## src/rtl/sdclk_pkg.sv

```systemverilog
package sdclk_pkg;
    localparam int FIELD_W = 8;
    localparam int EN_POS  = 8;
    localparam int BYP_POS = 10;
    localparam int HI_POS  = 16;
    localparam int CTRL_W  = HI_POS + 1;
    localparam int MAX_LOG = FIELD_W + 2;
    localparam int LOG_W   = $clog2(MAX_LOG + 1);
    localparam int CNT_W   = MAX_LOG - 1;

    localparam logic [CTRL_W-1:0] DEF_MASK =
        CTRL_W'((1 << FIELD_W) - 1) | CTRL_W'(1 << EN_POS) |
        CTRL_W'(1 << BYP_POS) | CTRL_W'(1 << HI_POS);
    localparam logic [CTRL_W-1:0] RST_VAL = CTRL_W'(1 << (FIELD_W - 1));

    typedef logic [LOG_W-1:0] log_t;

    typedef struct packed {
        logic             run;
        logic             pass;
        logic             div;
        log_t             act;
        logic [CNT_W-1:0] cnt;
    } core_st_t;
endpackage

```

## src/rtl/sdclk_regs.sv

```systemverilog
module sdclk_regs
    import sdclk_pkg::*;
(
    input  logic               clk,
    input  logic               rst_n,
    input  logic               wr_en,
    input  logic [CTRL_W-1:0]  wr_data,
    output logic [CTRL_W-1:0]  rd_o,
    output logic [FIELD_W-1:0] field_o,
    output logic               en_o,
    output logic               byp_o,
    output logic               hi_o
);
    logic [CTRL_W-1:0] ctrl_d, ctrl_q;

    always_comb begin
        ctrl_d = ctrl_q;
        if (wr_en) ctrl_d = wr_data & DEF_MASK;
    end

    always_ff @(posedge clk or negedge rst_n) begin
        if (!rst_n) ctrl_q <= RST_VAL;
        else        ctrl_q <= ctrl_d;
    end

    assign rd_o    = ctrl_q;
    assign field_o = ctrl_q[FIELD_W-1:0];
    assign en_o    = ctrl_q[EN_POS];
    assign byp_o   = ctrl_q[BYP_POS];
    assign hi_o    = ctrl_q[HI_POS];
endmodule

```

## src/rtl/sdclk_ratio.sv

```systemverilog
module sdclk_ratio
    import sdclk_pkg::*;
#(
    parameter bit ALL_ONES_BYPASS = 1'b1
) (
    input  logic [FIELD_W-1:0] field,
    input  logic               byp,
    input  logic               hi,
    output log_t               lg
);
    log_t prio;
    logic all1;

    // ascending scan: the highest set bit is written last and wins
    always_comb begin
        prio = LOG_W'(1);
        for (int i = 0; i < FIELD_W; i++) begin
            if (field[i]) prio = LOG_W'(i + 2);
        end
    end

    generate
        if (ALL_ONES_BYPASS) begin : g_all1
            assign all1 = &field;
        end else begin : g_no_all1
            assign all1 = 1'b0;
        end
    endgenerate

    always_comb begin
        if (byp)       lg = '0;
        else if (hi)   lg = LOG_W'(MAX_LOG);
        else if (all1) lg = '0;
        else           lg = prio;
    end
endmodule

```

## src/rtl/sdclk_core.sv

```systemverilog
module sdclk_core
    import sdclk_pkg::*;
(
    input  logic clk,
    input  logic rst_n,
    input  logic en,
    input  log_t tgt,
    output logic div_o,
    output logic pass_o,
    output logic run_o,
    output log_t act_o
);
    core_st_t st_d, st_q;
    logic [CNT_W-1:0] lim;

    always_comb begin
        if (st_q.act == '0) lim = '0;
        else lim = CNT_W'((32'd1 << (32'(st_q.act) - 32'd1)) - 32'd1);
    end

    always_comb begin
        st_d = st_q;
        if (!st_q.run) begin
            if (en) begin
                st_d.run  = 1'b1;
                st_d.act  = tgt;
                st_d.cnt  = '0;
                st_d.div  = 1'b0;
                st_d.pass = (tgt == '0);
            end
        end else if (st_q.pass) begin
            if (!en) begin
                st_d.run  = 1'b0;
                st_d.pass = 1'b0;
            end else if (tgt != '0) begin
                st_d.pass = 1'b0;
                st_d.act  = tgt;
                st_d.cnt  = '0;
                st_d.div  = 1'b0;
            end
        end else begin
            if (!en && !st_q.div) begin
                st_d.run = 1'b0;
                st_d.cnt = '0;
            end else if (st_q.cnt == lim) begin
                st_d.cnt = '0;
                st_d.div = !st_q.div;
                if (st_q.div) begin
                    // falling point: the only place a setting is applied
                    if (!en) begin
                        st_d.run = 1'b0;
                    end else begin
                        st_d.act  = tgt;
                        st_d.pass = (tgt == '0);
                    end
                end
            end else begin
                st_d.cnt = st_q.cnt + 1'b1;
            end
        end
    end

    always_ff @(posedge clk or negedge rst_n) begin
        if (!rst_n) st_q <= '{run: 1'b0, pass: 1'b0, div: 1'b0,
                              act: LOG_W'(MAX_LOG - 1), cnt: '0};
        else        st_q <= st_d;
    end

    assign div_o  = st_q.div;
    assign pass_o = st_q.pass;
    assign run_o  = st_q.run;
    assign act_o  = st_q.act;
endmodule

```

## src/rtl/sdclk_gate.sv

```systemverilog
module sdclk_gate (
    input  logic clk,
    input  logic rst_n,
    input  logic pass_i,
    input  logic div_i,
    output logic card_clk
);
    logic pass_n_d, pass_n_q;

    always_comb pass_n_d = pass_i;

    // updated while clk is low, so the gated host clock never slivers
    always_ff @(negedge clk or negedge rst_n) begin
        if (!rst_n) pass_n_q <= 1'b0;
        else        pass_n_q <= pass_n_d;
    end

    assign card_clk = (clk & pass_n_q) | div_i;
endmodule

```

## src/rtl/sdclk_div.sv

```systemverilog
module sdclk_div
    import sdclk_pkg::*;
#(
    parameter bit ALL_ONES_BYPASS = 1'b1
) (
    input  logic              clk,
    input  logic              rst_n,
    input  logic              wr_en,
    input  logic [CTRL_W-1:0] wr_data,
    output logic [CTRL_W-1:0] rd_data,
    output logic              card_clk,
    output logic              clk_running
);
    logic [FIELD_W-1:0] field;
    logic en, byp, hi;
    log_t tgt, act;
    logic div, pass, run;

    sdclk_regs u_regs (
        .clk(clk), .rst_n(rst_n), .wr_en(wr_en), .wr_data(wr_data),
        .rd_o(rd_data), .field_o(field), .en_o(en), .byp_o(byp), .hi_o(hi)
    );

    sdclk_ratio #(.ALL_ONES_BYPASS(ALL_ONES_BYPASS)) u_ratio (
        .field(field), .byp(byp), .hi(hi), .lg(tgt)
    );

    sdclk_core u_core (
        .clk(clk), .rst_n(rst_n), .en(en), .tgt(tgt),
        .div_o(div), .pass_o(pass), .run_o(run), .act_o(act)
    );

    sdclk_gate u_gate (
        .clk(clk), .rst_n(rst_n), .pass_i(pass), .div_i(div),
        .card_clk(card_clk)
    );

    assign clk_running = run;
endmodule

```

## config.mk

```make
export PLATFORM = sky130hd
export DESIGN_NAME = sdclk_div
export DESIGN_NICKNAME = d
export VERILOG_FILES = /design/src/rtl/sdclk_pkg.sv /design/src/rtl/sdclk_regs.sv /design/src/rtl/sdclk_ratio.sv /design/src/rtl/sdclk_core.sv /design/src/rtl/sdclk_gate.sv /design/src/rtl/sdclk_div.sv
export SDC_FILE = /design/constraint.sdc
export NUM_CORES = 1
export LEC_CHECK = 0
export ABC_AREA = 1
export BUFFER_PORTS_ARGS = -buffer_cell sky130_fd_sc_hd__buf_4
export CORE_ASPECT_RATIO = 1.25
export CORE_UTILIZATION = 58
export CTS_BUF_LIST = sky130_fd_sc_hd__clkbuf_4
export DETAILED_ROUTE_END_ITERATION = 8
export GPL_TIMING_DRIVEN = 0
export PLACE_DENSITY = 0.89
export SYNTH_ARGS = -nofsm -noshare
export SYNTH_HDL_FRONTEND = slang
export SYNTH_SLANG_ARGS = --single-unit
```

## constraint.sdc

```tcl
create_clock -name clk -period 3.6 [get_ports clk]
set_input_delay 0.36 -clock clk [delete_from_list [all_inputs] [get_ports clk]]
set_output_delay 0.36 -clock clk [all_outputs]
set_load 0.02 [all_outputs]
```

==> flow_metrics.tcl, run 1 <==
set metrics [dict create \
    min_delay_path_depth 3 \
    area_of_placed_instances_um2 2409 \
    worst_slew_pin_slew_ps 486.3 \
    synthMuxAreaShare_pct 0 \
    worstPathMaxFanout 7 \
    fp.dieH_um 70.01 \
    final_period_minus_worst_setup_slack_ps 3306 \
    r2r.worst_path.cells 20 \
    remaining_drc_errors 0 \
    synthArstFlopShare_pct 100.0 \
    clkLatencyLatePin_ps 450 \
    synth_flop_cell "sky130_fd_sc_hd__dfrtp_1" \
    regToRegSetupSlack_ps 290 \
    fillers 285 \
    pwr-share-clk_pct 12.5 \
    reg2reg_to "u_core.st_q[2]" \
    yosysMostFrequentCell "sky130_fd_sc_hd__nand2_1" \
    proportion_of_power_drawn_by_flip_flops_and_latches_pct 26.4 \
    synth_compound_gate_area_share_pct 10.50 \
    min_to "u_regs.rd_o[4]" \
    design.core.area_um2 3513 \
    cpMostUsedCell "sky130_fd_sc_hd__nand2_4" \
    finalWeightedCongestion 0.8604 \
    min_period_over_period_pct 91.82 \
    maxCapViolations 0 \
    vdd_drop_max_mv 0.4070 \
    wl_mm 4.526 \
    via_per_inst 5.265 \
    worst_path_max_delay_cell "sky130_fd_sc_hd__dfstp_2" \
    combinational_fraction_of_design_power_pct 61.1 \
    max_freq_mhz 302.5 \
    vias_in_the_first_global_route 1979 \
    ys.warnings.count 0 \
    placement_rows 24 \
    synth.area.top_cells "sky130_fd_sc_hd__dfrtp_1, sky130_fd_sc_hd__nand2_1, sky130_fd_sc_hd__inv_1" \
    grtUsageTotal_pct 25.24 \
    worstPathCellList "inv_2, ha_1, inv_1, nand2_1, nand2_4, nand3_2, inv_2, nand2_1, ha_1, a21oi_1, xor2_1, nand3_1, nor2_2, nand3_2, nor3_4, nand2_4, nand2_4, nor2_4, nor2_4, nor2_1" \
    grt_pass1_wl_mm 7.921 \
    setup_violations 0 \
    overflow_after_grt 0 \
    number_of_standard_cells_after_synthesis 295 \
    layout-drive-gt1-share_pct 25.97 \
    final_cell_area_um2 2482 \
    cellPowerDensity_nw_per_um2 599.1 \
    timing.slew.headroom_pct 67.06 \
    wire_per_inst_um 12.10 \
    critical-path-top-delay-family "simple AND/OR/NAND/NOR gates" \
    worstSetupStartpointType "register" \
    synthesis.area_um2 2146 \
    reg2reg_from "u_core.act_o[0]" \
    buffer_ports.inserted 26 \
    final_layout_net_count 359 \
    synthTopCellsByCount "sky130_fd_sc_hd__nand2_1, sky130_fd_sc_hd__inv_1, sky130_fd_sc_hd__nand3_1" \
    sw_frac_of_total_pct 48.76 \
    leakage_nw 1.285 \
    grt_antenna_before_repair 0 \
    run_status "completed" \
    category_of_the_worst_setup_path_capture_point "register" \
    antenna_violating_nets_post_route 0 \
    floorplan.die.width_um 56.41 \
    rsz0062_at_grt "no" \
    final_hold_violation_count 0 \
    ys_seq_elements 28 \
    internal_power_w 0.0007621 \
    net-switching-power_w 0.0007251 \
    detailedRoute.firstIterationViolations 55 \
    worstHoldStart "wr_data[4]" \
    flow.area_growth_from_synthesis_pct 15.69 \
    die-area_um2 3949 \
    timing.setup.tns_ps 0 \
    synthAdderAreaFrac_pct 1.749 \
    dominant_combinational_cell_family_by_area_after_synthesis "simple AND/OR/NAND/NOR gates" \
    post_synth_xor_area_fraction_pct 3.265 \
    detailedPlacementHpwl_mm 3.535 \
    place_ws_ps 209.3 \
    critical_path_class "register to register" \
    number_of_flops_mapped_to_enable_cells_by_yosys 0 \
    ys_seq_area_share_pct 32.83 \
    insertedDiodeCount 0 \
    final.hold.worst_slack_ps 107.1 \
    yosys.cell_types.count 36 \
    worstPathBufferInverterCount 3 \
    drt_pass1_iterations 4 \
    cp_slowest_stage_delay_ps 590 \
    finClkSkew_ps 4.498 \
    clk_transition_reported_paths_ps 150 \
    worst_hold_path_type "input port to register" \
    synth_area_per_cell_um2 7.274 \
    numPlacedInstances 365 \
    stdcell_count 374 \
    synth.top_cell.area_share_pct 27.99 \
    cts_tree "built" \
    timing.final.max_slew_violations 0 \
    final_setup_slack_of_the_worst_path_ps 294.4 \
    pin_count_of_the_biggest_net_entering_global_routing 29 \
    synth_largest_area_cell "sky130_fd_sc_hd__dfrtp_1" \
    floorplan.initialDensity_pct 61.08 \
    top_level_ports 39 \
    simple_gate_share_of_the_synthesized_area_pct 38.89 \
    cp.arrival_ps 3660 \
    cp_data_required_time_ps 3950 \
    vias 1969 \
]
-- state kept, by name, summed over array words and instances, names as in the netlist --
| signal | flops |
|---|---|
| u_core.st_q | 9 |
| u_core.div_o | 1 |
| u_gate.pass_n_q | 1 |
| u_core.act_o | 4 |
| u_regs.rd_o | 11 |
| u_core.pass_o | 1 |
| u_core.run_o | 1 |
-- repair_timing --
action,in CTS,in global routing
hold buffers,1,0
hold endpoints to repair,24,0
gates resized for setup,0,2
setup endpoints to repair,0,10
buffers inserted,0,1
-- cells by family after synthesis --
family / after synthesis
compound gates: 36
xor+xnor: 8
fa+ha+maj: 3
buf+inv: 60
flops: 28
other cells: 1
simple gates: 159
-- power groups by stage --
stage | Combinational (W) | Sequential [W] | Clock, W
6_report | 0.000909 | 0.000392 | 0.000186
2_1_floorplan | 0.000718 | 0.000405 | 0.00000249
3_5_place_dp | 0.000889 | 0.000400 | 0.00000421
5_1_grt | 0.00101 | 0.000398 | 0.000201
3_3_place_gp | 0.000863 | 0.000399 | 0.00000421
4_1_cts | 0.000894 | 0.000394 | 0.000192
-- through the flow --
step / util [%] / power (W)
after floorplan: - / 0.001126
after global placement: 68.55 / 0.001266
after detailed placement: 68.55 / 0.001294
after CTS: 70.23 / 0.001480
after global routing: 70.66 / 0.001614
final: 70.66 / 0.001487
-- routing by layer --
| metal | global-route usage, % | up-vias | routed length (um) |
|---|---|---|---|
| li1 | - | 1018 | - |
| met1 | 28.16 | 898 | 1860 |
| met2 | 45.77 | 44 | 2438 |
| met3 | 3.519 | 9 | 141 |
| met4 | 13.28 | 0 | 85 |
| met5 | 0 | - | 0 |
-- tightest hold or removal path: stages --
cell and delay [ps]:
sky130_fd_sc_hd__buf_4 70, sky130_fd_sc_hd__nand2_1 40, sky130_fd_sc_hd__o21ai_0 60
-- cell usage in the layout, fill, tap and decap left out, drive strengths merged --
cell / instances
clkbuf: 9
xor2: 8
nand4: 9
clkinv: 1
dfrtp: 24
o21ai: 24
nor3: 6
ha: 3
nand3b: 2
conb: 6
nand2: 75
dfstp: 3
nor2: 31
a21o: 1
o21bai: 4
o311ai: 1
inv: 46
nand3: 33
dlygate4sd3: 1
buf: 38
nor4: 3
a21boi: 1
dfrtn: 1
a21oi: 5
-- how the worst max path moves through the flow --
stage                    startpoint              end  slack (ps)  cells past startpoint
finish              u_core.act_o[0]   u_core.st_q[2]         290                     20
global route        u_core.act_o[0]  u_core.act_o[2]          20                     20
CTS                 u_core.act_o[0]  u_core.act_o[2]         180                     20
detailed placement  u_core.act_o[0]  u_core.act_o[2]         210                     20
global placement    u_core.act_o[0]  u_core.act_o[2]         300                     20
floorplan           u_core.act_o[0]  u_core.act_o[1]         630                     20
-- area by class of cell --
class / instances / area [um^2] / area share [%]
Inverter: 46 / 172.7 / 6.956
Clock buffer: 7 / 52.55 / 2.117
Buffer: 14 / 97.59 / 3.931
Clock inverter: 1 / 3.754 / 0.1512
Tap cell: 39 / 48.80 / 1.966
Sequential cell: 28 / 704.4 / 28.38
Multi-Input combinational cell: 212 / 1197 / 48.24
Timing Repair Buffer: 27 / 205.2 / 8.266
(Power assumes the default switching activity.)
==> run 2: changes to the inputs <==
==> constraint.sdc (replaced) <==
create_clock -name clk -period 3.1 [get_ports clk]
set_input_delay 0.31 -clock clk [delete_from_list [all_inputs] [get_ports clk]]
set_output_delay 0.31 -clock clk [all_outputs]
set_load 0.02 [all_outputs]
==> run 2 against run 1 <==
Net effect: final area rose by 6.7%; via count rose by 4.2%; register-to-register slack got worse by 160 ps; sequential cell count did not move; clock skew rose by 1.5 ps; die area did not move; power rose by 31%; largest cell class unchanged; combinational power rose by 40%.
==> flow_metrics.tcl, run 2 (synthesized netlist as in run 1, its figures left out) <==
set metrics [dict create \
    top_level_ports 39 \
    cellPowerDensity_nw_per_um2 733.6 \
    cts_tree "built" \
    vdd_drop_max_mv 0.5293 \
    finClkSkew_ps 5.968 \
    detailedRoute.firstIterationViolations 77 \
    timing.final.max_slew_violations 0 \
    buffer_ports.inserted 26 \
    leakage_nw 1.360 \
    final_hold_violation_count 0 \
    critical-path-top-delay-family "simple AND/OR/NAND/NOR gates" \
    min_delay_path_depth 3 \
    worstHoldStart "wr_data[4]" \
    finalWeightedCongestion 0.8604 \
    category_of_the_worst_setup_path_capture_point "register" \
    grt_antenna_before_repair 0 \
    worstPathBufferInverterCount 2 \
    antenna_violating_nets_post_route 0 \
    clkLatencyLatePin_ps 440 \
    final_layout_net_count 371 \
    floorplan.die.width_um 56.41 \
    worstSetupStartpointType "register" \
    final_cell_mix "sky130_fd_sc_hd__nand2_1, sky130_fd_sc_hd__buf_4, sky130_fd_sc_hd__inv_1, sky130_fd_sc_hd__nand3_1" \
    run_status "completed" \
    worstPathMaxFanout 6 \
    worst_slew_pin_slew_ps 536.1 \
    clk_transition_reported_paths_ps 150 \
    area_of_placed_instances_um2 2409 \
    cp_data_required_time_ps 3500 \
    grt_pass1_wl_mm 8.059 \
    cp.arrival_ps 3360 \
    overflow_after_grt 0 \
    remaining_drc_errors 0 \
    max_freq_mhz 337.4 \
    setup_violations 0 \
    place_ws_ps -290.7 \
    worst_hold_path_type "input port to register" \
    fp.dieH_um 70.01 \
    reg2reg_to "u_core.act_o[2]" \
    floorplan.initialDensity_pct 61.08 \
    min_to "u_regs.rd_o[4]" \
    worstPathCellList "clkinv_4, ha_4, inv_1, nor2_4, nand2_4, ha_4, a21oi_4, xor2_1, nand3_1, nor2_2, nand3_2, nor3_4, nand2_4, a21oi_4, nand3_1, nand2_1" \
    layout-drive-gt1-share_pct 30.55 \
    final_cell_area_um2 2648 \
    insertedDiodeCount 0 \
    design.core.area_um2 3513 \
    via_per_inst 5.316 \
    final_setup_slack_of_the_worst_path_ps 136.1 \
    detailedPlacementHpwl_mm 3.535 \
    grtUsageTotal_pct 25.71 \
    worst_path_max_delay_cell "sky130_fd_sc_hd__dfstp_2" \
    final_period_minus_worst_setup_slack_ps 2964 \
    die-area_um2 3949 \
    rsz0062_at_grt "yes" \
    cp_slowest_stage_delay_ps 590 \
    largest_register_ffs 11 \
    numPlacedInstances 365 \
    wire_per_inst_um 12.68 \
    postLayoutCoreUtil_pct 75.36 \
    wl_mm 4.896 \
    maxCapViolations 0 \
    vias_in_the_first_global_route 2019 \
    pin_count_of_the_biggest_net_entering_global_routing 29 \
    flow.area_growth_from_synthesis_pct 23.38 \
    timing.slew.headroom_pct 63.70 \
    vias 2052 \
    leading_cell_type_in_the_layout_fill_and_taps_excluded "sky130_fd_sc_hd__nand2_1" \
    placement_rows 24 \
    critical_path_class "register to register" \
    final.hold.worst_slack_ps 61.75 \
    stdcell_count 386 \
    min_period_over_period_pct 95.61 \
    drt_pass1_iterations 4 \
    regToRegSetupSlack_ps 140 \
    reg2reg_from "u_core.act_o[0]" \
    r2r.worst_path.cells 16 \
]
==> run 2: cell types whose count changed in the layout (fill, tap and decap cells not counted), sizes merged <==
cell	previous run	this run
clkinv	1	2
buf	38	50
inv	46	45
==> run 2: through the flow <==
step	power, W	TNS (ps)
2_1_floorplan	0.001307	0
3_3_place_gp	0.001470	-1707
3_5_place_dp	0.001502	-3073
4_1_cts	0.001777	0
5_1_grt	0.002095	-365.7
6_report	0.001942	0
==> run 2: worst register-to-register path, delay by kind of cell, from the launching register on <==
kind	cells	cell delay, ps
AOI/OAI and AO/OA	2	370
and+or+nand+nor	9	1100
DFF	1	590
adders and majority gates	2	530
buffers and inverters	2	180
xor gates and xnor gates	1	150
==> run 2: worst max-delay path by stage <==
stage                                from              end  cells after the start
after floorplan           u_core.act_o[0]  u_core.act_o[1]                     20
after global placement    u_core.act_o[0]  u_core.act_o[2]                     20
after detailed placement  u_core.act_o[0]  u_core.act_o[2]                     20
after CTS                 u_core.act_o[0]  u_core.act_o[2]                     20
after global routing      u_core.act_o[0]     u_core.div_o                     16
final                     u_core.act_o[0]  u_core.act_o[2]                     16
==> run 2: layout make-up <==
class / instances / area [um^2]
clock buffers: 7 / 52.55
plain buffers: 13 / 86.33
clock inverters: 1 / 3.754
fillers: 266 / 865.8
well taps: 39 / 48.80
repair buffers: 40 / 302.8
multi-input cells: 212 / 1266
flip-flops and latches: 28 / 704.4
inverters: 46 / 182.7
==> run 2: what timing repair did <==
action                     in CTS  in global routing
gates resized for setup         4                 15
hold endpoints to repair       24                  0
hold buffers                    1                  0
setup endpoints to repair      16                 16
setup buffers                   4                 10
pin swaps                       2                 13
==> run 2: power by group <==
group	switching, W	leakage (nW)	internal [W]
combinational	0.000773	0.961	0.000498
sequential	0.0000398	0.357	0.000416
clock	0.000123	0.0427	0.0000923
==> run 2: metal layers <==
metal  vias to the layer above  share of wire [%]  global-route usage [%]
met2                        50                 53                   45.77
met4                         0                2.5                   15.18
li1                       1041                  -                       -
met1                       947                 42                   28.52
met5                         -                  0                       0
met3                        14                2.8                   3.889
==> run 3: changes to the inputs <==
--- a/config.mk
+++ b/config.mk
@@ -7,11 +7,13 @@
 export LEC_CHECK = 0
 export ABC_AREA = 1
 export BUFFER_PORTS_ARGS = -buffer_cell sky130_fd_sc_hd__buf_4
-export CORE_ASPECT_RATIO = 1.25
+export CORE_ASPECT_RATIO = 1.2
+export CORE_MARGIN = 4
 export CORE_UTILIZATION = 58
 export CTS_BUF_LIST = sky130_fd_sc_hd__clkbuf_4
 export DETAILED_ROUTE_END_ITERATION = 8
 export GPL_TIMING_DRIVEN = 0
+export HOLD_SLACK_MARGIN = 0.15
 export PLACE_DENSITY = 0.89
 export SYNTH_ARGS = -nofsm -noshare
 export SYNTH_HDL_FRONTEND = slang
==> run 3 against run 2 <==
Net effect: count of clock-buffer cells in the layout is the same; global-route usage is essentially flat; non-clock buffer count grew 12; sequential share of layout area shrank 1.3 points; final cell count grew 2.6%; routed wire length grew 24%; largest power group unchanged; clock power grew 46%; first-iteration DRC count grew 110%; critical path depth shrank 13; die area grew 20%.
==> flow_metrics.tcl, run 3 (synthesized netlist as in run 1, its figures left out) <==
set metrics [dict create \
    run_status "completed" \
    finClkSkew_ps 6.049 \
    wl_mm 6.048 \
    placement_rows 23 \
    top_level_ports 39 \
    design.core.area_um2 3453 \
    leading_cell_type_in_the_layout_fill_and_taps_excluded "sky130_fd_sc_hd__nand2_1" \
    floorplan.initialDensity_pct 62.14 \
    flow.area_growth_from_synthesis_pct 29.56 \
    worst_hold_path_type "input port to asynchronous set/reset pin" \
    pin_count_of_the_biggest_net_entering_global_routing 29 \
    cts_tree "built" \
    worstPathCellList "nand2_1, nand2_1, buf_4" \
    via_per_inst 5.770 \
    maxCapViolations 0 \
    worst_path_max_delay_cell "sky130_fd_sc_hd__dfrtn_1" \
    vdd_drop_max_mv 0.4998 \
    cpMostUsedCell "sky130_fd_sc_hd__nand2_1" \
    worstPathMaxFanout 1 \
    detailedPlacementHpwl_mm 3.789 \
    final_cell_mix "sky130_fd_sc_hd__nand2_1, sky130_fd_sc_hd__buf_4, sky130_fd_sc_hd__inv_1, sky130_fd_sc_hd__nand3_1" \
    cp.arrival_ps 2700 \
    worst_slew_pin_slew_ps 527.1 \
    antenna_violating_nets_post_route 0 \
    timing.slew.headroom_pct 64.30 \
    finalWeightedCongestion 0.8615 \
    clkLatencyLatePin_ps 460 \
    stdcell_count 396 \
    die-area_um2 4741 \
    timing.final.max_slew_violations 0 \
    category_of_the_worst_setup_path_capture_point "output port" \
    setup_violations 0 \
    wire_per_inst_um 15.27 \
    cp_slowest_stage_delay_ps 410 \
    grt_antenna_before_repair 0 \
    vias_in_the_first_global_route 2206 \
    vias 2285 \
    final_layout_net_count 383 \
    grt_pass1_wl_mm 9.528 \
    overflow_after_grt 0 \
    remaining_drc_errors 0 \
    largest_register_ffs 11 \
    layout-drive-gt1-share_pct 28.69 \
    buffer_ports.inserted 26 \
    detailedRoute.firstIterationViolations 163 \
    cellPowerDensity_nw_per_um2 746.0 \
    worstSetupStartpointType "register" \
    cp_data_required_time_ps 2790 \
    critical_path_class "register to output port" \
    fp.dieH_um 74.63 \
    numPlacedInstances 363 \
    overall_power_of_the_completed_layout_w 0.002074 \
    floorplan.die.width_um 63.53 \
    final_hold_violation_count 0 \
    leakage_nw 1.418 \
    drt_pass1_iterations 5 \
    insertedDiodeCount 0 \
    grtUsageTotal_pct 25.72 \
    clk_transition_reported_paths_ps 160 \
]
run 3: path summary, 6_finish.rpt:
path / to / slack (ps) / start / cells after the start
min: u_core.st_q[0] / 310 / rst_n / 2
max: card_clk / 90 / u_gate.pass_n_q / 3
max reg2reg: u_core.st_q[4] / 140 / u_core.act_o[0] / 19
min in group clk: u_core.st_q[0] / 590 / u_core.st_q[0] / 2
max in group asynchronous: u_gate.pass_n_q / 1060 / rst_n / 2
min reg2reg: u_core.st_q[0] / 590 / u_core.st_q[0] / 2
run 3: where the power goes:
part | internal, W | total, W | switching (W)
clock | 0.000176 | 0.000314 | 0.000138
sequential | 0.000416 | 0.000459 | 0.0000428
combinational | 0.000526 | 0.00130 | 0.000775
run 3: worst max-delay path, delay by kind of cell (launching register included):
family / cells / cell delay, ps
simple gates: 2 / 120
buf+inv: 1 / 150
flops: 1 / 410
run 3: through the flow:
stage | util (%) | setup TNS [ps] | setup WS, ps | cell area (um^2) | hold slack (ps)
final | 80.51 | 0 | 93.62 | 2780 | 305.4
after global routing | 80.51 | -109.2 | -34.16 | 2780 | 314.0
after CTS | 76.78 | 0 | 6.398 | 2651 | 306.5
after detailed placement | 69.67 | -2509 | -268.1 | 2406 | 245.0
after floorplan | - | 0 | 127.3 | 2165 | 14.41
after global placement | 69.67 | -1678 | -196.9 | 2406 | 239.6
run 3: what timing repair did:
item | CTS | global route
setup buffers | 3 | 10
endpoints found under the hold margin | 38 | 0
setup endpoints to repair | 16 | 14
cloned | 0 | 0
pin swaps | 3 | 8
hold buffers | 13 | 0
resized for setup | 4 | 7
run 3: metal layers:
layer	track usage (%)	up-vias	wire length (um)
met1	28.39	1067	2231
li1	-	1058	-
met5	0	-	0
met2	47.91	132	3153
met4	14.63	0	267
met3	3.582	28	394
run 3: final cells by class:
cell class                      count  area (um^2)
Sequential cell                    28        704.4
Multi-Input combinational cell    212         1244
Buffer                             14        97.59
Clock inverter                      1        30.03
Timing Repair Buffer               51        427.9
Clock buffer                        7        52.55
Tap cell                           37        46.29
Inverter                           46        177.7
Fill cell                         217        673.1
